`src/rtl/smd_pkg.sv`:
```
package smd_pkg;
    typedef enum logic [1:0] {
        SEQ_LONG  = 2'd0,
        SEQ_SHORT = 2'd1,
        SEQ_TAIL  = 2'd2
    } seq_state_e;
endpackage

```
`src/rtl/smd_band.sv`:
```
module smd_band #(
    parameter int MOD_W       = 8,
    parameter int MOD_MIN     = 96,
    parameter int MOD_SPLIT   = 134,
    parameter int MOD_MAX     = 159,
    parameter int LONG_LEN    = 80,
    parameter int SHORT_TOTAL = 96,
    parameter int VAR_W       = 6
) (
    input  logic [MOD_W-1:0] mod_req,
    output logic [MOD_W-1:0] mod_clamped,
    output logic             short_sel,
    output logic [VAR_W-1:0] var_long,
    output logic [VAR_W-1:0] var_short
);
    localparam logic [MOD_W-1:0] MIN_V   = MOD_W'(MOD_MIN);
    localparam logic [MOD_W-1:0] MAX_V   = MOD_W'(MOD_MAX);
    localparam logic [MOD_W-1:0] SPLIT_V = MOD_W'(MOD_SPLIT);
    localparam logic [MOD_W-1:0] LOW_TOP = MOD_W'(MOD_SPLIT - 1);
    localparam logic [MOD_W-1:0] LONG_V  = MOD_W'(LONG_LEN);
    localparam logic [MOD_W-1:0] SHORT_V = MOD_W'(SHORT_TOTAL);

    logic [MOD_W-1:0] low_band;
    logic [MOD_W-1:0] high_band;
    logic [MOD_W-1:0] long_diff;
    logic [MOD_W-1:0] short_diff;

    always_comb begin
        if (mod_req < MIN_V) begin
            mod_clamped = MIN_V;
        end else if (mod_req > MAX_V) begin
            mod_clamped = MAX_V;
        end else begin
            mod_clamped = mod_req;
        end
        short_sel  = (mod_clamped >= SPLIT_V);
        low_band   = short_sel ? LOW_TOP : mod_clamped;
        high_band  = short_sel ? mod_clamped : SPLIT_V;
        long_diff  = low_band - LONG_V;
        short_diff = high_band - SHORT_V;
        var_long   = long_diff[VAR_W-1:0];
        var_short  = short_diff[VAR_W-1:0];
    end
endmodule

```
`src/rtl/smd_tap.sv`:
```
module smd_tap #(
    parameter int STAGES = 3
) (
    input  logic clk,
    input  logic rst_n,
    output logic tap
);
    logic [STAGES-1:0] q;
    logic [STAGES-1:0] carry;

    assign carry[0] = 1'b1;
    for (genvar i = 1; i < STAGES; i++) begin : g_carry
        assign carry[i] = carry[i-1] & q[i-1];
    end

    always_ff @(posedge clk) begin
        if (!rst_n) begin
            q <= '0;
        end else begin
            q <= q ^ carry;
        end
    end

    assign tap = q[STAGES-1];
endmodule

```
`src/rtl/smd_seq.sv`:
```
module smd_seq
    import smd_pkg::*;
#(
    parameter int LONG_LEN   = 80,
    parameter int SHORT_LEN  = 32,
    parameter int SHORT_REPS = 3,
    parameter int LEAD       = 8,
    parameter int VAR_W      = 6,
    parameter int VAR_RESET  = 16,
    parameter int CW         = 7,
    parameter int RW         = 2
) (
    input  logic             clk,
    input  logic             rst_n,
    input  logic             next_short,
    input  logic [VAR_W-1:0] var_long,
    input  logic [VAR_W-1:0] var_short,
    output seq_state_e       state_q,
    output logic [RW-1:0]    rep_q,
    output logic             div_pulse
);
    localparam logic [CW-1:0] LONG_M1  = CW'(LONG_LEN - 1);
    localparam logic [CW-1:0] SHORT_M1 = CW'(SHORT_LEN - 1);
    localparam logic [CW-1:0] CAP_AT   = CW'(LEAD - 1);
    localparam logic [RW-1:0] LAST_REP = RW'(SHORT_REPS - 1);

    seq_state_e       state_d;
    logic [CW-1:0]    cnt_q;
    logic [CW-1:0]    cnt_d;
    logic [RW-1:0]    rep_d;
    logic [VAR_W-1:0] var_q;
    logic [CW-1:0]    tail_m1;
    logic             last_fixed;
    logic             cap;

    // state register
    always_ff @(posedge clk) begin
        if (!rst_n) begin
            state_q <= SEQ_LONG;
            cnt_q   <= LONG_M1;
            rep_q   <= '0;
            var_q   <= VAR_W'(VAR_RESET);
        end else begin
            state_q <= state_d;
            cnt_q   <= cnt_d;
            rep_q   <= rep_d;
            if (cap) begin
                var_q <= (state_q == SEQ_LONG) ? var_long : var_short;
            end
        end
    end

    // next-state logic
    always_comb begin
        tail_m1 = CW'(var_q) - CW'(1);
        state_d = state_q;
        cnt_d   = cnt_q - CW'(1);
        rep_d   = rep_q;
        unique case (state_q)
            SEQ_LONG: begin
                if (cnt_q == '0) begin
                    state_d = SEQ_TAIL;
                    cnt_d   = tail_m1;
                end
            end
            SEQ_SHORT: begin
                if (cnt_q == '0) begin
                    if (rep_q == LAST_REP) begin
                        state_d = SEQ_TAIL;
                        cnt_d   = tail_m1;
                    end else begin
                        rep_d = rep_q + RW'(1);
                        cnt_d = SHORT_M1;
                    end
                end
            end
            SEQ_TAIL: begin
                if (cnt_q == '0) begin
                    rep_d = '0;
                    if (next_short) begin
                        state_d = SEQ_SHORT;
                        cnt_d   = SHORT_M1;
                    end else begin
                        state_d = SEQ_LONG;
                        cnt_d   = LONG_M1;
                    end
                end
            end
            default: begin
                state_d = SEQ_LONG;
                cnt_d   = LONG_M1;
                rep_d   = '0;
            end
        endcase
    end

    // outputs
    always_comb begin
        last_fixed = (state_q == SEQ_LONG) ||
                     ((state_q == SEQ_SHORT) && (rep_q == LAST_REP));
        cap        = last_fixed && (cnt_q == CAP_AT);
        div_pulse  = (state_q == SEQ_TAIL) && (cnt_q == '0);
    end
endmodule

```
`src/rtl/split_mod_divider.sv`:
```
module split_mod_divider
    import smd_pkg::*;
#(
    parameter int MOD_W      = 8,
    parameter int MOD_MIN    = 96,
    parameter int MOD_SPLIT  = 134,
    parameter int MOD_MAX    = 159,
    parameter int LONG_LEN   = 80,
    parameter int SHORT_LEN  = 32,
    parameter int SHORT_REPS = 3,
    parameter int LEAD       = 8,
    parameter int STAGES     = 6,
    parameter int TAP_STAGE  = 3
) (
    input  logic             clk,
    input  logic             rst_n,
    input  logic [MOD_W-1:0] mod_in,
    input  logic             mod_load,
    output logic             div_pulse,
    output logic             slow_clk
);
    localparam int VAR_W       = STAGES;
    localparam int SHORT_TOTAL = SHORT_LEN * SHORT_REPS;
    localparam int SPAN        = (LONG_LEN > (1 << VAR_W)) ? LONG_LEN : (1 << VAR_W);
    localparam int CW          = $clog2(SPAN);
    localparam int RW          = (SHORT_REPS > 1) ? $clog2(SHORT_REPS) : 1;

    logic [MOD_W-1:0] pending_q;
    logic [MOD_W-1:0] mod_req;
    logic [MOD_W-1:0] mod_clamped;
    logic             short_sel;
    logic [VAR_W-1:0] var_long;
    logic [VAR_W-1:0] var_short;
    seq_state_e       seq_state;
    logic [RW-1:0]    seq_rep;

    assign mod_req = mod_load ? mod_in : pending_q;

    always_ff @(posedge clk) begin
        if (!rst_n) begin
            pending_q <= MOD_W'(MOD_MIN);
        end else if (mod_load) begin
            pending_q <= mod_clamped;
        end
    end

    smd_band #(
        .MOD_W(MOD_W), .MOD_MIN(MOD_MIN), .MOD_SPLIT(MOD_SPLIT),
        .MOD_MAX(MOD_MAX), .LONG_LEN(LONG_LEN),
        .SHORT_TOTAL(SHORT_TOTAL), .VAR_W(VAR_W)
    ) u_band (
        .mod_req(mod_req),
        .mod_clamped(mod_clamped),
        .short_sel(short_sel),
        .var_long(var_long),
        .var_short(var_short)
    );

    smd_seq #(
        .LONG_LEN(LONG_LEN), .SHORT_LEN(SHORT_LEN), .SHORT_REPS(SHORT_REPS),
        .LEAD(LEAD), .VAR_W(VAR_W), .VAR_RESET(MOD_MIN - LONG_LEN),
        .CW(CW), .RW(RW)
    ) u_seq (
        .clk(clk),
        .rst_n(rst_n),
        .next_short(short_sel),
        .var_long(var_long),
        .var_short(var_short),
        .state_q(seq_state),
        .rep_q(seq_rep),
        .div_pulse(div_pulse)
    );

    smd_tap #(.STAGES(TAP_STAGE)) u_tap (
        .clk(clk),
        .rst_n(rst_n),
        .tap(slow_clk)
    );
endmodule

```
`config.mk`:
```
export PLATFORM = sky130hd
export DESIGN_NAME = split_mod_divider
export DESIGN_NICKNAME = d
export VERILOG_FILES = /design/src/rtl/smd_pkg.sv /design/src/rtl/smd_band.sv /design/src/rtl/smd_tap.sv /design/src/rtl/smd_seq.sv /design/src/rtl/split_mod_divider.sv
export SDC_FILE = /design/constraint.sdc
export NUM_CORES = 1
export LEC_CHECK = 0
export ABC_AREA = 1
export BUFFER_PORTS_ARGS = -buffer_cell sky130_fd_sc_hd__buf_2
export CAP_MARGIN = 5
export CORE_UTILIZATION = 40
export DETAILED_ROUTE_END_ITERATION = 10
export PLACE_DENSITY = 0.6
export SLEW_MARGIN = 5
export SYNTH_ARGS = -nofsm -noshare
export SYNTH_HDL_FRONTEND = slang
export SYNTH_SLANG_ARGS = --single-unit
```
`constraint.sdc`:
```
create_clock -name clk -period 1.3 [get_ports clk]
set_input_delay 0.13 -clock clk [delete_from_list [all_inputs] [get_ports clk]]
set_output_delay 0.13 -clock clk [all_outputs]
set_load 0.005 [all_outputs]
```
# --- Word-level counts from Yosys, hierarchy flattened ---
# Cells that the tools add are included.
totals:
  regBits: 28
  latch_bits: 0
  ram_bits: 0
  romBits: 0
  in_bits: 11
  out_inout_bits: 2
  wordCells: 56
  mem_count: 0
classes:
  add_sub_neg: 5
  n_mul: 0
  div_mod_pow: 0
  order_cmp: 3
  eq_ne: 9
  n_shift: 0
  muxes: 22
  bitwise: 3
  reduce_logical: 8
op_table:
  columns: ["cell", "n"]
  rows:
  - ["two-way mux 7 bit", 5]
  - ["two-way mux 8 bit", 3]
  - ["case mux 7 bit (3 select lines)", 1]
  - ["two-way mux 6 bit", 3]
  - ["two-way mux 2 bit", 7]
  - ["case mux 2 bit (3 select lines)", 2]
  - [">= comparator 8 bit, second input constant", 1]
  - ["greater-than comparator 8 bit, second input constant", 1]
  - ["< comparator 8 x 7 -> 1 bit, second input constant", 1]
  - ["AND reduction 4 bit", 2]
  - ["== test 7 x 3 -> 1 bit, second input constant", 1]
  - ["zero test 7 bit", 1]
  - ["subtractor 6 x 1 -> 7 bit, second input constant", 1]
  - ["subtractor 7 x 1 -> 7 bit, second input constant", 1]
  - ["inequality test 2 x 1 -> 1 bit, second input constant", 3]
  - ["subtractor 6 x 5 -> 6 bit, second input constant", 1]
  - ["subtractor 6 bit, second input constant", 1]
  - ["== test 2 bit, second input constant", 2]
  - ["inequality test 2 bit, second input constant", 2]
  - ["logical AND 1 bit", 3]
  - ["bitwise XOR 3 bit", 1]
  - ["adder 2 x 1 -> 2 bit, second input constant", 1]
  - ["== test 2 x 1 -> 1 bit, second input constant", 1]
  - ["zero test 2 bit", 1]
  - ["4 further kinds", 4]

# --- Logic depth before layout (Yosys ltp) ---
# Gate-level depths: netlist (run 1).
depth:
  word_depth: 8
  ltp_mapped: 14
  ltp_nobuf: 13

# --- Modules after synthesis ---
# From an unflattened synthesis (run 1), not the netlist that was laid out.
hier_totals:
  hier_cells: 281
  area_unflattened_um2: 1789.2
modules_own_cells:
  columns: ["module", "instances", "cells_per_inst", "area_each_um2", "seq_area_each_um2"]
  rows:
  - ["smd_seq", 1, 174, 1096.1, 340.3]
  - ["split_mod_divider", 1, 52, 381.6, 160.2]
  - ["smd_band", 1, 43, 209.0, 0.0]
  - ["smd_tap", 1, 12, 102.6, 60.1]

# --- Least setup slack after synthesis (run 1) ---
# No wires, ideal clock.
synth_timing:
  kind: "register to register"
  startpoint: "register u_seq.rep_q[0]"
  endpoint: "register u_seq.var_q[0]"
  setup_time_ps: 115
  arrival_ps: 1324
  required_ps: 1185
  slack_ps: -139
  stages_incl_launch_ff: 9
  n_path_buf: 0
  period_less_slack_ps: 1439
  path_cell_list: "dfxtp_1 -> inv_1 -> ha_1 -> nor2_1 -> nor2_2 -> nand4_1 -> inv_1 -> nand2_1 -> o21a_1"
synth_between:
  elab_chain_cells: 4
synth_rtl:
  columns: ["item", "line", "text"]
  rows:
  - ["start: declaration", "smd_seq.sv:19", "output logic [RW-1:0] rep_q,"]
  - ["start signal: assignment", "smd_seq.sv:46", "rep_q <= rep_d;"]
  - ["== test 2 bit", "smd_seq.sv:100", "((state_q == SEQ_SHORT) && (rep_q == LAST_REP));"]
  - ["logical AND 1 bit", "smd_seq.sv:100", null]
  - ["logical OR 1 bit", "smd_seq.sv:99", "last_fixed = (state_q == SEQ_LONG) ||"]
  - ["logical AND 1 bit", "smd_seq.sv:101", "cap = last_fixed && (cnt_q == CAP_AT);"]
  - ["end signal: assignment", "smd_seq.sv:42", "var_q <= VAR_W'(VAR_RESET);"]
  - ["end signal: assignment", "smd_seq.sv:48", "var_q <= (state_q == SEQ_LONG) ? var_long : var_short;"]
  - ["end: declaration", "smd_seq.sv:31", "logic [VAR_W-1:0] var_q;"]
# No other way between the ends.
# A chain may end at the register's enable or synchronous reset.

# --- Final worst setup path (run 1) ---
layout_timing:
  startpoint: "register u_seq.cnt_q[4]"
  endpoint: "output div_pulse"
layout_between:
  elab_chain_cells: 2
layout_rtl:
  columns: ["item", "line", "text"]
  rows:
  - ["start: declaration", "smd_seq.sv:28", "logic [CW-1:0] cnt_q;"]
  - ["start signal: assignment", "smd_seq.sv:45", "cnt_q <= cnt_d;"]
  - ["zero test 7 bit", "smd_seq.sv:102", "div_pulse = (state_q == SEQ_TAIL) && (cnt_q == '0);"]
  - ["logical AND 1 bit", "smd_seq.sv:102", null]
  - ["end: declaration", "split_mod_divider.sv:19", "output logic div_pulse,"]
# No other way between the ends.

==> flow_summary_export.csv, run 1 <==
group,metric,value,unit
finish,area_growth,50.2,%
clock_network,cts.clk_slew.worst_paths,0.10,ns
pwr,clockPowerShare,0.260,
clock_network,h-tree-depth,1,
placed_design,place.gp.congestion,0.864,
sta,finalWorstSetupSlack,-0.181,ns
grt,first_global_vias,1667,
sta,max_clock_freq,675,MHz
detailed_routing,drt_iter0_drc,75,
pwr,irDropWorstVdd,597,uV
finish,drive_above_1_share,0.462,
worst_setup_path,regToRegStartpoint,"u_seq.cnt_q[1]",
status,outcome,"complete, but fails checks",
grt,grt_pass1_wl,7.13,mm
finish,nets,322,
worst_setup_path,rr_endpoint,"u_seq.cnt_q[6]",
worst_setup_path,crit_slowest_cell,"dfxtp_1",
grt,grt_max_degree,15,
floorplan,core,0.00380,mm^2
worst_setup_path,worstSetupPathType,"reg2out",
worst_setup_path,r2r_cells,11,
sta,fin_tns_setup,-1.54,ns
pwr,switching_share,0.282,
detailed_routing,antenna_left,0,
worst_setup_path,cp-end-kind,"primary output",
pwr,p_per_area,736,mW/mm^2
sta,setup_viol,18,
detailed_routing,vias,1723,
sta,tightest_slew,0.373,ns
detailed_routing,vias_per_cell,4.91,
grt,track_usage,0.212,
worst_setup_path,critPathMaxFanout,2,
clock_network,clock-sinks,28,
clock_network,clk_latency,0.27,ns
finish,stdcell_count,351,
detailed_routing,first_pass_iters,4,
placed_design,io_buffers,12,
finish,diodes,0,
pwr,intPower,1.30,mW
yosys,ys_seq_area_frac,0.343,
floorplan,fp.dieArea,0.00435,mm^2
sta,fin_worst_skew,0.00782,ns
yosys,ys_types,33,
sta,hold_viol_final,0,
worst_setup_path,cp_slowest_stage_delay,0.34,ns
clock_network,cts_tree,"done",
floorplan,start_util,0.431,
sta,rsz0062_at_grt,"true",
worst_setup_path,reg2reg_slack,-0.16,ns
yosys,yosys_register_bits,28,
sta,slew_headroom,0.751,
yosys,syn-num-nets,255,
sta,drv_slew,0,
sta,holdWs,0.176,ns
floorplan,die_w,66.0,um
pwr,p_comb_frac,0.240,
clock_network,numCtsBuffers,3,
yosys,syn_area_per_cell,6.88,um^2
pwr,seqPwrFrac,0.500,
detailed_routing,wl,4.18,mm
floorplan,num_rows,22,
pwr,power.switching,510,uW
worst_setup_path,path_cells,"nor2_2, nand2_2, nor2_4, inv_2, nor2_2, buf_4, buf_6",
clock_network,cts_root_buffer,"clkbuf_8",
floorplan,die_h,66.0,um
worst_setup_path,worstSetupEndpoint,"div_pulse",
yosys,yosysWarningCount,0,
grt,antenna_found_initial,0,
flow_run,cap_violations,0,
placed_design,dp_cells,336,
yosys,synth_area,0.00164,mm^2
hold_path,hold_path.class,"in2reg",
worst_setup_path,worstSetupStartpoint,"u_seq.cnt_q[4]",
worst_setup_path,critPathRequiredTime,1.17,ns
worst_setup_path,critPathArrivalTime,1.35,ns
worst_setup_path,critPathLaunchType,"flip-flop",
grt,grt_overflow_total,0,
detailed_routing,wl_per_cell,11.9,um
sta,fin_crit,1.48,ns
pwr,power_leakage,1.16,nW
worst_setup_path,cp_common_cell,"nor2_2",
floorplan,io_pins,13,
yosys,syn_inst,238,
placed_design,hpwl,2.95,mm
detailed_routing,drc,0,
sta,fin_crit_sh,1.14,
status,violations,"setup timing",
clock_network,cts_max_path_buffers,2,
metrics by stage:
| step | worst slack [ns] | area, um^2 | total power [mW] | utilization |
|---|---|---|---|---|
| after CTS | -0.180 | 2300 | 1.75 | 0.606 |
| after global placement | -0.155 | 2070 | 1.24 | 0.546 |
| after detailed placement | -0.146 | 2070 | 1.25 | 0.546 |
| after floorplan | -0.0265 | 1670 | 1.13 | - |
| after global routing | -0.259 | 2460 | 1.91 | 0.647 |
| final | -0.181 | 2460 | 1.81 | 0.647 |
layer usage:
layer  global-route usage  vias up  part of all wire  wire [um]
li1                     -      898                 -          -
met1                0.294      807              0.50       2110
met2                0.339       14              0.46       1940
met3               0.0310        4             0.021         88
met4               0.0559        0            0.0096         40
met5                    0        -                 0          0
Yosys cell counts:
library cell | instances | area (um^2)
o31ai_1 | 1 | 7.51
o21ai_0 | 5 | 25.0
a211oi_1 | 1 | 7.51
nand3_2 | 1 | 10.0
ha_1 | 6 | 75.1
a31oi_1 | 4 | 25.0
nor2_2 | 3 | 18.8
nor2_1 | 30 | 113
o21a_1 | 5 | 37.5
nor2_4 | 1 | 11.3
nand2_4 | 1 | 11.3
nor3_1 | 3 | 15.0
a21oi_1 | 22 | 110
xor2_1 | 2 | 17.5
a32oi_1 | 1 | 8.76
or2_2 | 1 | 6.26
nand4_1 | 3 | 18.8
inv_1 | 34 | 128
o211ai_1 | 2 | 15.0
buf_6 | 2 | 22.5
inv_4 | 1 | 6.26
nand3_1 | 14 | 70.1
o22ai_1 | 1 | 6.26
clkbuf_1 | 2 | 7.51
buf_2 | 1 | 5.00
dfxtp_1 | 28 | 561
o21ai_4 | 2 | 32.5
a32o_1 | 1 | 10.0
nand2_2 | 7 | 43.8
inv_2 | 3 | 11.3
o21bai_1 | 2 | 15.0
xnor2_1 | 1 | 8.76
nand2_1 | 47 | 176
worst min-delay path by stage:
stage,slack (ns),endpoint,start,cells past startpoint
after floorplan,0.33,pending_q[6],mod_in[7],3
after global placement,0.42,u_tap.q[0],u_tap.q[0],1
after detailed placement,0.42,u_tap.q[0],u_tap.q[0],1
after CTS,0.17,u_tap.q[1],rst_n,3
after global routing,0.18,u_tap.q[1],rst_n,3
final,0.18,u_tap.q[1],rst_n,3
cells by family (layout without fill, tap and decap cells):
kind of cell	count (synthesis)	after routing	synth area share
fa+ha+maj	6	6	0.0459
buf+inv	43	108	0.110
xor+xnor	3	3	0.0161
compound gates	47	47	0.183
flops	28	28	0.343
simple gates	111	111	0.302
timing repair:
action,in CTS,in global routing
resized for setup,38,35
hold buffers,0,0
endpoints found under the setup margin,18,23
buffers inserted,9,3
gates cloned,0,0
pin swaps,14,13
final cells by class:
type	count	area (um^2)
multi-input combinational	167	1130
sequential	28	571
fill	330	1340
tap	48	60.1
clock buffer	3	41.3
timing repair buffer	67	513
inverter	38	145
flip-flops by register name (all words and copies together) (netlist names):
signal and cells:
u_tap.q 3, u_seq.cnt_q 7, u_seq.state_q 2, pending_q 8, u_seq.rep_q 2, u_seq.var_q 6
power groups by stage:
| stage | logic, mW | registers [mW] | clock network [mW] |
|---|---|---|---|
| finish | 0.434 | 0.904 | 0.471 |
| global route | 0.480 | 0.907 | 0.522 |
| CTS | 0.363 | 0.907 | 0.483 |
| detailed placement | 0.323 | 0.924 | 0 |
| global placement | 0.323 | 0.922 | 0 |
| floorplan | 0.214 | 0.921 | 0 |
worst max-delay path: cells and delay by family, from the launching register on:
kind	cells	cell delay [ns]
and+or+nand+nor	4	0.47
buffers and inverters	3	0.26
DFF	1	0.34
placed cells by master (no fill, tap or decap), types with 2 or more instances in the layout:
cell / instances
o21a_1: 5
o21ai_4: 2
buf_2: 11
nand2_4: 8
nor2_4: 6
ha_4: 2
a21oi_1: 15
dfxtp_1: 22
nor3_1: 2
clkbuf_8: 3
nand3_4: 2
a31oi_1: 3
nor2_2: 5
nand2_2: 11
a21oi_2: 7
dfxtp_2: 5
o21ai_1: 3
o211ai_1: 2
inv_1: 27
nand3_1: 10
ha_1: 3
nand3_2: 3
inv_2: 10
buf_6: 10
xor2_1: 2
nand4_1: 3
nor2_1: 23
nand2_1: 36
o21bai_1: 2
buf_4: 46
Power figures use the tool's default switching activity.
==> run 2, diff against run 1 <==
--- a/config.mk
+++ b/config.mk
@@ -7,10 +7,10 @@
 export LEC_CHECK = 0
 export ABC_AREA = 1
 export BUFFER_PORTS_ARGS = -buffer_cell sky130_fd_sc_hd__buf_2
-export CAP_MARGIN = 5
+export CAP_MARGIN = 10
 export CORE_UTILIZATION = 40
 export DETAILED_ROUTE_END_ITERATION = 10
-export PLACE_DENSITY = 0.6
+export PLACE_DENSITY_LB_ADDON = 0.15
 export SLEW_MARGIN = 5
 export SYNTH_ARGS = -nofsm -noshare
 export SYNTH_HDL_FRONTEND = slang
==> run 2 against run 1 <==
  * The run still ends with setup timing left
  * Fmax increased by 1.0%
  * Setup slack improved by 0.015 ns
  * Clock power about the same
  * Flip-flop and latch count unchanged
  * Core utilization increased by 1.3 points
  * First-iteration DRC count decreased by 12%
  * Die area unchanged
  * Global-route usage increased by 0.088 points
  * Critical path depth increased by 1
  * Combinational power decreased by 3%
  * Sequential power about the same
  * Cell count increased by 0.28%
==> flow_summary_export.csv, run 2 (synthesis results as in run 1) <==
group,metric,value,unit
worst_setup_path,critPathLaunchType,"flip-flop",
worst_setup_path,worstSetupPathType,"reg2reg",
flow_run,cap_violations,0,
grt,antenna_found_initial,0,
sta,rsz0062_at_grt,"true",
clock_network,cts.clk_slew.worst_paths,0.09,ns
clock_network,numCtsBuffers,3,
detailed_routing,vias_per_cell,4.91,
clock_network,cts_tree,"done",
pwr,p_per_area,716,mW/mm^2
finish,top_register,"pending_q",
sta,fin_crit_sh,1.13,
pwr,irDropWorstVdd,467,uV
grt,track_usage,0.212,
clock_network,h-tree-depth,1,
hold_path,hold_path.class,"in2reg",
detailed_routing,wl,4.20,mm
finish,drive_above_1_share,0.484,
clock_network,clk_latency,0.27,ns
grt,grt_overflow_total,0,
grt,grt_max_degree,15,
floorplan,die_h,66.0,um
floorplan,die_w,66.0,um
floorplan,fp.dieArea,0.00435,mm^2
detailed_routing,wl_per_cell,11.9,um
pwr,power_leakage,1.18,nW
status,violations,"setup timing",
detailed_routing,drc,0,
sta,drv_slew,0,
placed_design,dp_cells,340,
sta,fin_tns_setup,-1.50,ns
finish,fillCellCount,338,
worst_setup_path,critPathRequiredTime,1.47,ns
placed_design,place.gp.congestion,0.851,
grt,grt_pass1_wl,7.16,mm
finish,stdcell_count,352,
detailed_routing,vias,1728,
floorplan,io_pins,13,
clock_network,cts_max_path_buffers,2,
clock_network,cts_root_buffer,"clkbuf_8",
worst_setup_path,critPathArrivalTime,1.64,ns
status,outcome,"complete, but fails checks",
finish,layout_common_cells,"buf_4, nand2_1, inv_1, nor2_1, dfxtp_1",
detailed_routing,drt_iter0_drc,66,
sta,hold_viol_final,0,
sta,slew_headroom,0.761,
finish,nets,323,
clock_network,clock-sinks,28,
finish,register_area,568,um^2
sta,finalWorstSetupSlack,-0.166,ns
finish,reg_top3,"pending_q x8, u_seq.cnt_q x7, u_seq.var_q x6",
clock_network,cts_hold_buf,0,
detailed_routing,antenna_left,0,
finish,diodes,0,
placed_design,io_buffers,12,
worst_setup_path,critPathMaxFanout,7,
floorplan,start_util,0.431,
finish,area_growth,53.2,%
sta,setup_viol,17,
worst_setup_path,cp-end-kind,"flip-flop",
placed_design,hpwl,3.02,mm
finish,multi_input_area,0.00117,mm^2
sta,max_clock_freq,682,MHz
sta,fin_crit,1.47,ns
detailed_routing,first_pass_iters,4,
sta,fin_worst_skew,0.00622,ns
finish,largest_reg_flops,8,
floorplan,num_rows,22,
grt,first_global_vias,1684,
floorplan,core,0.00380,mm^2
sta,tightest_slew,0.357,ns
finish,final_common_cell,"buf_4",
[run 2: changes by cell type in the layout (fill, tap and decap cells not counted), sizes merged]
cell,change
buf,+1
[run 2: worst paths after layout]
| kind | startpoint | endpoint | slack [ns] | depth (start not counted) |
|---|---|---|---|---|
| min | rst_n | u_tap.q[1] | 0.17 | 3 |
| max reg2reg | u_seq.rep_q[0] | u_seq.var_q[0] | -0.17 | 8 |
| max | u_seq.rep_q[0] | u_seq.var_q[0] | -0.17 | 8 |
| min reg2reg | u_tap.q[0] | u_tap.q[0] | 0.43 | 1 |
[run 2: area by class of cell]
type                    count  share of cell area
flip-flops and latches     28               0.227
well taps                  48              0.0240
clock buffers               3              0.0165
multi-input cells         167               0.467
repair buffers             68               0.209
inverters                  38              0.0579
[run 2: critical path, stage by stage, from the launching register on]
cell     delay, ns
dfxtp_2       0.33
inv_2         0.06
ha_4          0.14
nor2_4        0.04
nor2_4        0.13
nand4_1       0.20
inv_2         0.24
nand2_2       0.07
o21a_1        0.16
[run 2: stage by stage]
stage | area [um^2] | setup WS (ns) | hold slack (ns) | power, mW | utilization
floorplan | 1670 | -0.0265 | 0.332 | 1.13 | -
finish | 2510 | -0.166 | 0.172 | 1.79 | 0.660
CTS | 2340 | -0.136 | 0.162 | 1.77 | 0.615
global placement | 2100 | -0.169 | 0.415 | 1.25 | 0.554
detailed placement | 2100 | -0.172 | 0.420 | 1.25 | 0.554
global route | 2510 | -0.222 | 0.179 | 1.90 | 0.660
[run 2: timing repair]
| item | CTS | global route |
|---|---|---|
| gates resized for setup | 43 | 37 |
| setup buffers | 6 | 4 |
| setup endpoints to repair | 18 | 23 |
| pin swaps | 14 | 15 |
[run 2: power breakdown]
part	total, mW	switching [mW]	leakage [nW]	internal, mW
Combinational	0.420	0.227	0.927	0.193
Sequential	0.906	0.0138	0.229	0.892
Clock	0.469	0.261	0.0216	0.208
Total	1.79	0.501	1.18	1.29
[run 2: layer usage]
metal | track usage | vias up | share of wire
li1 | - | 903 | -
met1 | 0.289 | 795 | 0.47
met2 | 0.344 | 21 | 0.48
met3 | 0.0293 | 9 | 0.027
met4 | 0.0665 | 0 | 0.017
met5 | 0 | - | 0
